[config.mk]
export PLATFORM = sky130hd
export DESIGN_NAME = sar_seq_ctrl
export DESIGN_NICKNAME = d
export VERILOG_FILES = /design/src/rtl/sar_seq_pkg.sv /design/src/rtl/sar_sync.sv /design/src/rtl/sar_approx.sv /design/src/rtl/sar_seq_ctrl.sv
export SDC_FILE = /design/constraint.sdc
export NUM_CORES = 1
export LEC_CHECK = 0
export ABC_AREA = 1
export BUFFER_PORTS_ARGS = -buffer_cell sky130_fd_sc_hd__buf_2
export CAP_MARGIN = 20
export CORE_MARGIN = 2
export CORE_UTILIZATION = 42
export CTS_CLUSTER_DIAMETER = 150
export DETAILED_ROUTE_END_ITERATION = 7
export GPL_TIMING_DRIVEN = 0
export PLACE_DENSITY = 0.7
export SLEW_MARGIN = 20
export SYNTH_ARGS = -nofsm -noshare
export SYNTH_HDL_FRONTEND = slang
export SYNTH_SLANG_ARGS = --single-unit
[constraint.sdc]
create_clock -name clk -period 2.5 [get_ports clk]
set_input_delay 0.5 -clock clk [delete_from_list [all_inputs] [get_ports clk]]
set_output_delay 0.5 -clock clk [all_outputs]
set_load 0.01 [all_outputs]
[src/rtl/sar_seq_pkg.sv]
package sar_seq_pkg;

    typedef enum logic [1:0] {
        ST_IDLE  = 2'd0,
        ST_CONV  = 2'd1,
        ST_LATCH = 2'd2
    } sar_state_e;

endpackage

[src/rtl/sar_sync.sv]
module sar_sync #(
    parameter int          WIDTH   = 3,
    parameter int          STAGES  = 2,
    parameter logic [WIDTH-1:0] RST_VAL = '1
) (
    input  logic             clk,
    input  logic             rst_n,
    input  logic [WIDTH-1:0] d,
    output logic [WIDTH-1:0] q
);

    for (genvar b = 0; b < WIDTH; b++) begin : g_bit
        logic [STAGES-1:0] chain_q;
        logic [STAGES-1:0] chain_d;

        always_comb begin
            chain_d = {chain_q[STAGES-2:0], d[b]};
        end

        always_ff @(posedge clk or negedge rst_n) begin
            if (!rst_n) chain_q <= {STAGES{RST_VAL[b]}};
            else        chain_q <= chain_d;
        end

        assign q[b] = chain_q[STAGES-1];
    end

endmodule

[src/rtl/sar_approx.sv]
module sar_approx #(
    parameter int BITS = 12,
    parameter int CPB  = 4
) (
    input  logic            clk,
    input  logic            rst_n,
    input  logic            start,
    input  logic            cmp_hi,
    output logic [BITS-1:0] trial,
    output logic            fin
);

    localparam int IW = (BITS > 1) ? $clog2(BITS) : 1;
    localparam int CW = (CPB > 1) ? $clog2(CPB) : 1;
    localparam logic [CW-1:0]   CNT_LAST = CW'(CPB - 1);
    localparam logic [IW-1:0]   IDX_TOP  = IW'(BITS - 1);
    localparam logic [BITS-1:0] MSB_ONLY = {1'b1, {(BITS-1){1'b0}}};

    typedef struct packed {
        logic            run;
        logic [IW-1:0]   idx;
        logic [CW-1:0]   cnt;
        logic [BITS-1:0] trial;
    } eng_t;

    eng_t q, d;

    always_comb begin
        d   = q;
        fin = 1'b0;
        if (start) begin
            d.run   = 1'b1;
            d.idx   = IDX_TOP;
            d.cnt   = '0;
            d.trial = MSB_ONLY;
        end else if (q.run) begin
            if (q.cnt == CNT_LAST) begin
                d.cnt = '0;
                if (!cmp_hi) d.trial[q.idx] = 1'b0;
                if (q.idx == '0) begin
                    d.run = 1'b0;
                    fin   = 1'b1;
                end else begin
                    d.idx                   = q.idx - IW'(1);
                    d.trial[q.idx - IW'(1)] = 1'b1;
                end
            end else begin
                d.cnt = q.cnt + CW'(1);
            end
        end
    end

    always_ff @(posedge clk or negedge rst_n) begin
        if (!rst_n) q <= '0;
        else        q <= d;
    end

    assign trial = q.trial;

    AST_FIRST_TRIAL: assert property (@(posedge clk) disable iff (!rst_n)
        start |=> (q.run && trial == MSB_ONLY));
    AST_TRIAL_BIT_SET: assert property (@(posedge clk) disable iff (!rst_n)
        q.run |-> trial[q.idx]);
    AST_LOWER_CLEAR: assert property (@(posedge clk) disable iff (!rst_n)
        q.run |-> (((trial >> q.idx) << q.idx) == trial));

endmodule

[src/rtl/sar_seq_ctrl.sv]
module sar_seq_ctrl #(
    parameter int RES_BITS    = 12,
    parameter int CYC_PER_BIT = 4,
    parameter int LATCH_CYC   = 1,
    parameter int SYNC_STAGES = 2
) (
    input  logic                clk,
    input  logic                rst_n,
    input  logic                cs_n,
    input  logic                rc_n,
    input  logic                pwrdn,
    input  logic                cmp_hi,
    output logic [RES_BITS-1:0] trial_word,
    output logic                busy,
    output logic [RES_BITS-1:0] result
);
    import sar_seq_pkg::*;

    localparam int LW       = (LATCH_CYC > 1) ? $clog2(LATCH_CYC) : 1;
    localparam int BUSY_LOW = RES_BITS * CYC_PER_BIT + LATCH_CYC;
    localparam int TW       = $clog2(BUSY_LOW + 2);
    localparam logic [LW-1:0] LAT_LAST = LW'(LATCH_CYC - 1);

    typedef struct packed {
        sar_state_e          st;
        logic                sel_prev;
        logic                done;
        logic [LW-1:0]       lat;
        logic [RES_BITS-1:0] res;
    } ctl_t;

    localparam ctl_t CTL_RST = '{st: ST_IDLE, sel_prev: 1'b1, done: 1'b0,
                                 lat: '0, res: '0};

    logic [2:0] raw_in, sync_out;
    logic       cs_s, rc_s, pd_s, sel_s;
    logic       start, fin;
    ctl_t       q, d;

    assign raw_in = {pwrdn, rc_n, cs_n};

    sar_sync #(.WIDTH(3), .STAGES(SYNC_STAGES), .RST_VAL(3'b111)) u_sync (
        .clk  (clk),
        .rst_n(rst_n),
        .d    (raw_in),
        .q    (sync_out)
    );

    assign cs_s  = sync_out[0];
    assign rc_s  = sync_out[1];
    assign pd_s  = sync_out[2];
    assign sel_s = cs_s | rc_s;

    sar_approx #(.BITS(RES_BITS), .CPB(CYC_PER_BIT)) u_approx (
        .clk   (clk),
        .rst_n (rst_n),
        .start (start),
        .cmp_hi(cmp_hi),
        .trial (trial_word),
        .fin   (fin)
    );

    always_comb begin
        d          = q;
        d.sel_prev = sel_s;
        d.done     = 1'b0;
        start      = 1'b0;
        case (q.st)
            ST_IDLE: begin
                if (!pd_s && !sel_s && (q.sel_prev || q.done)) begin
                    start = 1'b1;
                    d.st  = ST_CONV;
                end
            end
            ST_CONV: begin
                if (fin) begin
                    d.st  = ST_LATCH;
                    d.lat = '0;
                end
            end
            ST_LATCH: begin
                if (q.lat == LAT_LAST) begin
                    d.st   = ST_IDLE;
                    d.res  = trial_word;
                    d.done = 1'b1;
                end else begin
                    d.lat = q.lat + LW'(1);
                end
            end
            default: d.st = ST_IDLE;
        endcase
    end

    always_ff @(posedge clk or negedge rst_n) begin
        if (!rst_n) q <= CTL_RST;
        else        q <= d;
    end

    assign busy   = (q.st == ST_IDLE);
    assign result = q.res;

    logic [TW-1:0] low_cnt_q;
    always_ff @(posedge clk or negedge rst_n) begin
        if (!rst_n)    low_cnt_q <= '0;
        else if (!busy) low_cnt_q <= low_cnt_q + TW'(1);
        else           low_cnt_q <= '0;
    end

    AST_BUSY_LOW_LEN: assert property (@(posedge clk) disable iff (!rst_n)
        $rose(busy) |-> (low_cnt_q == TW'(BUSY_LOW)));
    AST_RESULT_STABLE: assert property (@(posedge clk) disable iff (!rst_n)
        !$rose(busy) |-> $stable(result));
    AST_RESTART_NOW: assert property (@(posedge clk) disable iff (!rst_n)
        (busy && !$past(busy) && !sel_s && !pd_s) |=> !busy);
    AST_PD_STAYS_IDLE: assert property (@(posedge clk) disable iff (!rst_n)
        (busy && pd_s) |=> busy);

endmodule

==> impl_metrics.json <==
{
  "worst-setup-path-type": "register to register",
  "start_util_pct": 42.9,
  "synth-simple-area-share_pct": 22.8,
  "timing.critical_path.slowest_stage_cell": "sky130_fd_sc_hd__dfrtp_1",
  "routabilityCongestion": 0.778,
  "grt_antenna_before_repair": 0,
  "routed-via-count": 1489,
  "final_clock_period_utilization_by_the_worst_path_pct": 64.8,
  "clock_tree_from_tritoncts": "yes",
  "areaGrowthSynthToFinish_pct": 16.1,
  "cell_chain_critical_path": "inv_1, ha_1, nand2_2, nand2_1, a21oi_1, o21ai_1",
  "layoutNonFillerInstCount": 333,
  "total_power_mw": 2.80,
  "post_placement_cell_count": 325,
  "core_region_area_um2": 5010,
  "slew_of_the_pin_with_the_lowest_slew_margin_ps": 864,
  "rsz_0062_raised_after_global_routing": "false",
  "cts_hold_repair.buffers": 0,
  "top_cell_family_by_delay_on_the_critical_path": "flip-flops",
  "placed_area_um2": 2390,
  "cts_repair_resize_count": 0,
  "cts-htree-levels": 2,
  "timing.critical_path.fanout_max": 7,
  "final_max_slew_viol_count": 0,
  "maximum_number_of_pins_on_one_net_before_global_route_repair": 42,
  "run_status": "finished clean",
  "synth_compound_area_share_pct": 8.44,
  "tns_ps": 0,
  "arithmetic_cell_share_of_the_synthesized_area_counting_full_adders_half_adders_and_majority_gates_pct": 5.24,
  "synth_sequential_area_ratio_pct": 48.1,
  "max-cap-violations": 0,
  "design_area_um2": 2490,
  "placement.io_buffers": 30,
  "path_clk_slew_ps": 80,
  "buffers_inverters_on_critical_path": 1,
  "timing.critical_path.from_type": "register",
  "post_drt_wl_per_cell_um": 11.1,
  "final_hold_viol_count": 0,
  "die-area_um2": 5710,
  "syn_avg_cell_area_um2": 9.55,
  "worstSkewPairLatency_ps": 290,
  "netlist_instances": 225,
  "hp-class": "input port to register",
  "yosysUniqueCellTypes": 28,
  "cts_root_buffer": "sky130_fd_sc_hd__clkbuf_8",
  "clock-skew-final_ps": 6.45,
  "first_global_vias": 1330,
  "overall_die_width_um": 75.5,
  "grt.overflow.total": 0,
  "dominant_combinational_cell_family_by_area_after_synthesis": "simple AND/OR/NAND/NOR gates",
  "min_period_ps": 1620,
  "cts.repair_timing.setup_buffer_count": 0,
  "detail_route.drc_violations": 0,
  "synth_warnings": 0,
  "io_pins": 31,
  "worst_slack_ps": 881,
  "first_pass_iteration_count_of_the_detailed_router": 4,
  "max-slew-margin-rel_pct": 42.4,
  "finalWirelength_um": 3710,
  "timing.critical_path.slowest_cell_delay_ps": 470,
  "critical_path.endpoint_type": "register",
  "number_of_filler_cells_placed_in_the_layout": 501,
  "post_synth_instance_area_um2": 2150,
  "worstPathRequired_ps": 2680,
  "post_drt_via_cell_ratio": 4.47,
  "die_y_um": 75.5,
  "grt_util_all_layers_pct": 14.3,
  "synthesized_area_fraction_occupied_by_xor_and_xnor_cells_pct": 0.407,
  "clockBufferDepth": 2,
  "place_ws_ps": 885,
  "layout.nets": 277,
  "finalSetupViolations": 0,
  "antennaDiodeCount": 0,
  "max-vdd-ir-drop_mv": 0.395,
  "post_synth_net_total": 240,
  "number_of_violations_reported_at_the_end_of_detailed_routing_iteration_0": 58,
  "post-dp-hpwl_um": 2850,
  "grt_pass1_wl_um": 6040,
  "upper_clock_frequency_limit_mhz": 618,
  "tritoncts.num_buffers": 5,
  "ant_nets": 0,
  "rows": 26,
  "synth_seq_cells": 41,
  "leakage_power_nw": 1.34,
  "synth.area.mux_share_pct": 0,
  "cellPowerDensity_nw_per_um2": 1120,
  "post_route_cells_drive_above_1_share_pct": 37.6,
  "numClockSinks": 41,
  "worst_ep_arrival_time_ps": 1800
}
[flip-flops by register name, summed over array words and instances (netlist names)]
register	count
u_approx.trial	12
q	4
result	12
u_sync.g_bit.chain_q	6
u_approx.q	7
[metrics by stage]
step / hold slack, ps / util (%)
finish: 305 / 49.8
global route: 295 / 49.8
CTS: 301 / 49.8
detailed placement: 347 / 47.7
global placement: 346 / 47.7
floorplan: 204 / -
[layer usage]
| metal | track usage [%] | vias to the layer above | share of wire (%) |
|---|---|---|---|
| li1 | - | 773 | - |
| met1 | 19.1 | 678 | 47 |
| met2 | 22.0 | 28 | 46 |
| met3 | 3.57 | 10 | 4.3 |
| met4 | 6.63 | 0 | 2.2 |
| met5 | 0 | - | 0 |
[worst reg2reg max path, stage by stage, from the launching register on]
cell and delay [ps]:
sky130_fd_sc_hd__dfrtp_1 470, sky130_fd_sc_hd__inv_1 170, sky130_fd_sc_hd__ha_1 300, sky130_fd_sc_hd__nand2_2 160, sky130_fd_sc_hd__nand2_1 150, sky130_fd_sc_hd__a21oi_1 170, sky130_fd_sc_hd__o21ai_1 80
[synthesized netlist by cell type]
library cell / instances / area, um^2
sky130_fd_sc_hd__nand2_1: 61 / 229
sky130_fd_sc_hd__dfrtp_1: 34 / 851
sky130_fd_sc_hd__buf_4: 25 / 188
sky130_fd_sc_hd__inv_1: 13 / 48.8
sky130_fd_sc_hd__ha_1: 9 / 113
sky130_fd_sc_hd__o21ai_1: 9 / 45.0
sky130_fd_sc_hd__nor2_1: 8 / 30.0
sky130_fd_sc_hd__o211ai_1: 8 / 60.1
sky130_fd_sc_hd__a21oi_1: 7 / 35.0
sky130_fd_sc_hd__dfstp_2: 7 / 184
sky130_fd_sc_hd__nand3_1: 7 / 35.0
sky130_fd_sc_hd__nand2_2: 6 / 37.5
sky130_fd_sc_hd__inv_2: 4 / 15.0
sky130_fd_sc_hd__nand3b_4: 4 / 80.1
sky130_fd_sc_hd__nand4_1: 3 / 18.8
sky130_fd_sc_hd__o21ai_0: 3 / 15.0
sky130_fd_sc_hd__o21ai_2: 3 / 26.3
sky130_fd_sc_hd__buf_2: 2 / 10.0
sky130_fd_sc_hd__nand3_2: 2 / 20.0
sky130_fd_sc_hd__nor2_4: 2 / 22.5
sky130_fd_sc_hd__buf_12: 1 / 20.0
sky130_fd_sc_hd__buf_6: 1 / 11.3
sky130_fd_sc_hd__buf_8: 1 / 15.0
sky130_fd_sc_hd__clkinv_4: 1 / 8.76
sky130_fd_sc_hd__inv_4: 1 / 6.26
sky130_fd_sc_hd__nor2_2: 1 / 6.26
sky130_fd_sc_hd__nor3_2: 1 / 10.0
sky130_fd_sc_hd__xnor2_1: 1 / 8.76
[cell usage in the layout, fill, tap and decap left out, types with 2 or more instances in the layout]
cell type and instances:
sky130_fd_sc_hd__nor2_1 8, sky130_fd_sc_hd__buf_2 32, sky130_fd_sc_hd__nand3_1 7, sky130_fd_sc_hd__nand3b_4 4
sky130_fd_sc_hd__nand2_1 61, sky130_fd_sc_hd__o21ai_2 3, sky130_fd_sc_hd__dfstp_2 7, sky130_fd_sc_hd__nand3_2 2
sky130_fd_sc_hd__o211ai_1 8, sky130_fd_sc_hd__o21ai_1 9, sky130_fd_sc_hd__clkbuf_8 5, sky130_fd_sc_hd__nand2_2 6
sky130_fd_sc_hd__o21ai_0 3, sky130_fd_sc_hd__a21oi_1 7, sky130_fd_sc_hd__nor2_4 2, sky130_fd_sc_hd__inv_2 4
sky130_fd_sc_hd__nand4_1 3, sky130_fd_sc_hd__dfrtp_1 34, sky130_fd_sc_hd__inv_1 13, sky130_fd_sc_hd__ha_1 9
sky130_fd_sc_hd__buf_4 25
[worst paths after layout]
| path | depth (start not counted) | end | start | slack [ps] |
|---|---|---|---|---|
| setup / recovery | 6 | u_approx.q[17]$_DFFE_PN0P_ | u_approx.q[14]$_DFFE_PN0P_ | 880 |
| hold / removal | 1 | u_sync.g_bit[2].chain_q[0]$_DFF_PN1_ | pwrdn | 310 |
| setup reg to reg | 6 | u_approx.q[17]$_DFFE_PN0P_ | u_approx.q[14]$_DFFE_PN0P_ | 880 |
| hold reg to reg | 0 | u_sync.g_bit[2].chain_q[1]$_DFF_PN1_ | u_sync.g_bit[2].chain_q[0]$_DFF_PN1_ | 360 |
| max in group asynchronous | 1 | u_approx.q[17]$_DFFE_PN0P_ | rst_n | 1640 |
| min in group asynchronous | 1 | result[9]$_DFFE_PN0P_ | rst_n | 320 |
[logic make-up after synthesis]
kind of cell             Yosys count
flip-flops                        41
XOR/XNOR                           1
AND/OR/NAND/NOR                   95
buffers and inverters             49
adder cells (fa/ha/maj)            9
AO/OA/AOI/OAI                     30
[layout make-up]
| class | count | area [um^2] | share of cell area [%] |
|---|---|---|---|
| Sequential cell | 41 | 1030 | 41.5 |
| Multi-Input combinational cell | 135 | 792 | 31.7 |
| Buffer | 30 | 244 | 9.78 |
| Timing Repair Buffer | 30 | 150 | 6.02 |
| Tap cell | 70 | 87.6 | 3.51 |
| Inverter | 19 | 78.8 | 3.16 |
| Clock buffer | 6 | 72.6 | 2.91 |
| Clock inverter | 2 | 35.0 | 1.40 |
[where the power goes]
group | leakage (nW) | switching (mW) | internal (mW)
Combinational | 0.763 | 0.649 | 0.574
Sequential | 0.517 | 0.187 | 0.870
Clock | 0.0552 | 0.218 | 0.296
Total | 1.34 | 1.06 | 1.74
No activity file was read; power rests on OpenSTA's default activity.
